<file path="src/rtl/accum_alu_pkg.sv">
package accum_alu_pkg;

  localparam int DATA_W = 8;
  localparam int OP_W   = 4;

  localparam logic [OP_W-1:0] OP_ADD  = 4'h0;
  localparam logic [OP_W-1:0] OP_SUB  = 4'h1;
  localparam logic [OP_W-1:0] OP_AND  = 4'h2;
  localparam logic [OP_W-1:0] OP_OR   = 4'h3;
  localparam logic [OP_W-1:0] OP_XOR  = 4'h4;
  localparam logic [OP_W-1:0] OP_COM  = 4'h5;
  localparam logic [OP_W-1:0] OP_ROR  = 4'h6;
  localparam logic [OP_W-1:0] OP_ROL  = 4'h7;
  localparam logic [OP_W-1:0] OP_SWAP = 4'h8;

  typedef enum logic [3:0] {
    RES_SUM,
    RES_AND,
    RES_OR,
    RES_XOR,
    RES_COM,
    RES_ROR,
    RES_ROL,
    RES_SWAP,
    RES_PASS
  } resSel_e;

  typedef enum logic [1:0] {
    CY_KEEP,
    CY_ADDER,
    CY_LSB,
    CY_MSB
  } cySel_e;

  typedef struct packed {
    resSel_e resSel;
    cySel_e  cySel;
    logic    invertB;
  } aluStrobes_t;

endpackage

</file>
<file path="src/rtl/accum_alu_ctrl.sv">
module accum_alu_ctrl
  import accum_alu_pkg::*;
(
  input  logic [OP_W-1:0] opSel,
  output aluStrobes_t     strobes
);

  always_comb begin
    strobes.resSel  = RES_PASS;
    strobes.cySel   = CY_KEEP;
    strobes.invertB = 1'b0;
    unique case (opSel)
      OP_ADD: begin
        strobes.resSel = RES_SUM;
        strobes.cySel  = CY_ADDER;
      end
      OP_SUB: begin
        strobes.resSel  = RES_SUM;
        strobes.cySel   = CY_ADDER;
        strobes.invertB = 1'b1;
      end
      OP_AND:  strobes.resSel = RES_AND;
      OP_OR:   strobes.resSel = RES_OR;
      OP_XOR:  strobes.resSel = RES_XOR;
      OP_COM:  strobes.resSel = RES_COM;
      OP_ROR: begin
        strobes.resSel = RES_ROR;
        strobes.cySel  = CY_LSB;
      end
      OP_ROL: begin
        strobes.resSel = RES_ROL;
        strobes.cySel  = CY_MSB;
      end
      OP_SWAP: strobes.resSel = RES_SWAP;
      default: begin
        strobes.resSel = RES_PASS;
        strobes.cySel  = CY_KEEP;
      end
    endcase
  end

  // only the subtract path inverts B
  always_comb begin
    a_r2_invert_only_sub : assert (!strobes.invertB || opSel == OP_SUB)
      else $error("invertB raised for op %h", opSel);
  end

endmodule

</file>
<file path="src/rtl/accum_alu_datapath.sv">
module accum_alu_datapath
  import accum_alu_pkg::*;
#(
  parameter int WIDTH = DATA_W
) (
  input  aluStrobes_t      strobes,
  input  logic [WIDTH-1:0] opA,
  input  logic [WIDTH-1:0] opB,
  input  logic             cyIn,
  output logic [WIDTH-1:0] res,
  output logic             cyOut,
  output logic             zero
);

  localparam int HALF = WIDTH / 2;

  logic [WIDTH-1:0] bEff;
  logic [WIDTH:0]   sumWide;
  logic [WIDTH-1:0] swapped;

  assign bEff    = strobes.invertB ? ~opB : opB;
  assign sumWide = {1'b0, opA} + {1'b0, bEff} + {{WIDTH{1'b0}}, strobes.invertB};

  generate
    if (WIDTH % 2 == 0) begin : g_swapEven
      assign swapped = {opA[HALF-1:0], opA[WIDTH-1:HALF]};
    end else begin : g_swapOdd
      assign swapped = opA;
    end
  endgenerate

  always_comb begin
    unique case (strobes.resSel)
      RES_SUM:  res = sumWide[WIDTH-1:0];
      RES_AND:  res = opA & opB;
      RES_OR:   res = opA | opB;
      RES_XOR:  res = opA ^ opB;
      RES_COM:  res = ~opA;
      RES_ROR:  res = {cyIn, opA[WIDTH-1:1]};
      RES_ROL:  res = {opA[WIDTH-2:0], cyIn};
      RES_SWAP: res = swapped;
      default:  res = opA;
    endcase
  end

  always_comb begin
    unique case (strobes.cySel)
      CY_ADDER: cyOut = sumWide[WIDTH];
      CY_LSB:   cyOut = opA[0];
      CY_MSB:   cyOut = opA[WIDTH-1];
      default:  cyOut = cyIn;
    endcase
  end

  assign zero = (res == '0);

  // a nonzero result never reports zero
  always_comb begin
    a_r8_zero_vs_bits : assert (!(zero && (|res)))
      else $error("zero flag with nonzero result %h", res);
  end

endmodule

</file>
<file path="src/rtl/accum_alu.sv">
module accum_alu
  import accum_alu_pkg::*;
(
  input  logic [OP_W-1:0]   opSel,
  input  logic [DATA_W-1:0] operandA,
  input  logic [DATA_W-1:0] operandB,
  input  logic              carryIn,
  output logic [DATA_W-1:0] result,
  output logic              carryOut,
  output logic              zeroFlag
);

  aluStrobes_t strobes;

  accum_alu_ctrl u_ctrl (
    .opSel   (opSel),
    .strobes (strobes)
  );

  accum_alu_datapath #(.WIDTH(DATA_W)) u_dp (
    .strobes (strobes),
    .opA     (operandA),
    .opB     (operandB),
    .cyIn    (carryIn),
    .res     (result),
    .cyOut   (carryOut),
    .zero    (zeroFlag)
  );

  always_comb begin
    // right rotate moves bit 0 into carry
    if (opSel == OP_ROR) begin
      a_r5_ror_carry : assert (carryOut == operandA[0] && result[DATA_W-1] == carryIn)
        else $error("ror mismatch");
    end
    // left rotate moves the top bit into carry
    if (opSel == OP_ROL) begin
      a_r6_rol_carry : assert (carryOut == operandA[DATA_W-1] && result[0] == carryIn)
        else $error("rol mismatch");
    end
    // subtract carry is the no-borrow indication
    if (opSel == OP_SUB) begin
      a_r2_sub_noborrow : assert (carryOut == (operandA >= operandB))
        else $error("sub carry mismatch");
    end
    // carry-neutral codes preserve the incoming carry
    if (opSel >= OP_AND && opSel != OP_ROR && opSel != OP_ROL) begin
      a_r9_carry_kept : assert (carryOut == carryIn)
        else $error("carry not preserved for op %h", opSel);
    end
  end

endmodule

</file>
<file path="config.mk">
export PLATFORM = sky130hd
export DESIGN_NAME = accum_alu
export DESIGN_NICKNAME = d
export VERILOG_FILES = /design/src/rtl/accum_alu_pkg.sv /design/src/rtl/accum_alu_ctrl.sv /design/src/rtl/accum_alu_datapath.sv /design/src/rtl/accum_alu.sv
export SDC_FILE = /design/constraint.sdc
export NUM_CORES = 1
export LEC_CHECK = 0
export ABC_CLOCK_PERIOD_IN_PS = 5850
export BUFFER_PORTS_ARGS = -buffer_cell sky130_fd_sc_hd__buf_2
export CAP_MARGIN = 20
export CORE_ASPECT_RATIO = 1.4
export CORE_MARGIN = 1
export CORE_UTILIZATION = 40
export DETAILED_ROUTE_END_ITERATION = 10
export GPL_TIMING_DRIVEN = 1
export PLACE_DENSITY = 0.64
export SYNTH_ARGS = -nofsm -noshare
export SYNTH_HDL_FRONTEND = slang
export SYNTH_SLANG_ARGS = --single-unit
</file>
<file path="constraint.sdc">
create_clock -name vclk -period 5.85
set_clock_uncertainty 0.2 [all_clocks]
set_input_delay 0.585 -clock vclk [all_inputs]
set_output_delay 0.585 -clock vclk [all_outputs]
set_load 0.01 [all_outputs]
</file>
==> metrics.cfg <==
[floorplanning]
rows = 26
die_h_um = 75.96
die_area_um2 = 4164
initial_core_util_pct = 42.14
die_x_um = 54.83
core_um2 = 3709
io_pins = 31

[route]
wl_met3_um = 268
totalWireLength_mm = 4.760
first_pass_iters = 4
dr_wl_met2_mm = 2.367
ant_nets = 0
met1_length_mm = 1.991
top_layer = met4
routedWlPerCell_um = 16.94
dr_total_vias = 1720
routed_via_density = 6.121
drt_iter0_drc = 60
drc_errors = 0

[synth]
yosysWarnings = 0
synth_nets = 268
synthesis.instances = 220
synth.distinct_cells = 58
syn_area_per_cell_um2 = 7.103
seq_area_frac_synth_pct = 0
netlist_area_um2 = 1563

[placed_design]
portBuffers = 31
place_area_um2 = 1685
dpl.hpwl_mm = 3.737
globalplace.congestion = 0.9149
dp.cells = 281

[layout]
finalNetCount = 289
syn_to_final_growth_pct = 7.846
seq_area_um2 = 0
clock_buffers = 0
drive_gt1_share_pct = 17.99
seq_cells = 0
final_cells = 281
antennaDiodeCount = 0
stdcell_area_um2 = 1685

[worst_setup_path]
criticalPathCategory = in -> out
critPathSlowestCell = fa_1
crit_path_start_kind = input port
required_ns = 5.07
critPathArrivalTime_ns = 3.74
crit_path_cell_trace = buf_2 -> nor4b_2 -> buf_4 -> xnor2_1 -> inv_1 -> fa_1 -> nor2_1 -> a21oi_1 -> nor2_1 -> nor4b_2 -> o21bai_1 -> a221o_1 -> nor4_2 -> buf_2
startpoint = opSel[0]
worst_setup_path_end_kind = output port
slowest_delay_ns = 0.51
critPathMaxFanout = 30

[run]
max-cap-violations = 0

[global_route]
track_usage_pct = 24.44
grt_overflow = 0
grt_pass1_wl_mm = 7.769
antenna_found_initial = 0
grt_max_degree = 36
grt_pass1_vias = 1621

[min_path]
min-delay-start = carryIn
holdCritPathClass = in -> out

[timing]
hold_viol = 0
holdWs_ns = 1.379
final.period_utilization_pct = 77.37
setup_violations = 0
slew_viol_final = 0
timing.fmax_mhz = 221.0
rsz0062_at_grt = false
slew_headroom_pct = 59.05
fin_setup_tns_ns = 0
worst_pin_slew_ns = 0.6143
min_period_ns = 4.526

[power]
total_power_mw = 0.1539
vdd_ir_drop_max_v = 0.00004427
powerDensity_nw_per_um2 = 91.30
p_leak_nw = 0.7760

[clocking]
post-cts-setup-buffers = 0
cts_resized = 0
cts_hold_buf = 0

[status]
status = finished clean

-- cell families (layout without fill, tap and decap cells) --
group | count (synthesis) | in the layout | synth area share, %
adders and majority gates | 27 | 27 | 22.10
buffers and inverters | 36 | 55 | 11.85
and+or+nand+nor | 67 | 67 | 22.98
xor gates and xnor gates | 11 | 11 | 6.165
muxes | 4 | 4 | 3.363
AOI/OAI and AO/OA | 75 | 75 | 33.55
-- worst max-delay path, delay by kind of cell --
| kind | cells | cell delay, ns |
|---|---|---|
| XOR/XNOR | 1 | 0.16 |
| buffers and inverters | 4 | 0.91 |
| AO/OA/AOI/OAI | 3 | 0.52 |
| AND/OR/NAND/NOR | 5 | 1.03 |
| adder cells (fa/ha/maj) | 1 | 0.51 |
-- metrics by stage --
stage | setup WS, ns | util (%)
after floorplan | 1.916 | -
after global placement | 1.366 | 45.45
after detailed placement | 1.355 | 45.45
after CTS | 1.351 | 45.45
after global routing | 1.063 | 45.45
final | 1.324 | 45.45
-- cells in the mapped netlist (4+ instances only) --
| cell | number | area share (%) |
|---|---|---|
| ha_1 | 26 | 21 |
| nand2_1 | 12 | 2.9 |
| a21oi_1 | 17 | 5.4 |
| buf_2 | 4 | 1.3 |
| buf_4 | 7 | 3.4 |
| xnor2_1 | 10 | 5.6 |
| inv_1 | 23 | 5.5 |
| o22ai_1 | 8 | 3.2 |
| nor3_1 | 4 | 1.3 |
| a31oi_1 | 4 | 1.6 |
| o21ai_1 | 4 | 1.3 |
| nor2_1 | 21 | 5.0 |
| o21a_1 | 4 | 1.9 |
| o21ai_0 | 10 | 3.2 |
| nor2b_1 | 5 | 2.0 |
-- layer usage --
layer,track usage [%],up-vias
met5,0,-
met4,5.897,0
met3,0.2008,12
met2,40.48,83
met1,33.57,775
li1,-,850
-- final timing paths --
kind	endpoint	slack [ns]	cells after the start
hold / removal	carryOut	1.38	4
setup / recovery	zeroFlag	1.32	14
-- final cells by class --
cell class         instances  area (µm²)
inverters                 23       86.33
multi-input cells        184        1384
fillers                  432        2023
well taps                 42       52.55
repair buffers            32       162.7
-- placed cells by master, fill, tap and decap left out, types with 5 or more instances in the layout --
cell type  instances
buf_2             31
ha_1              26
inv_1             23
nor2_1            21
a21oi_1           17
nand2_1           12
xnor2_1           10
o21ai_0           10
o22ai_1            8
nor2b_1            5
-- power breakdown --
group | switching [mW] | total [mW] | internal [mW]
clock | 0 | 0 | 0
combinational | 0.0920 | 0.154 | 0.0619
sequential | 0 | 0 | 0
total | 0.0920 | 0.154 | 0.0619
Power figures use the tool's default switching activity.
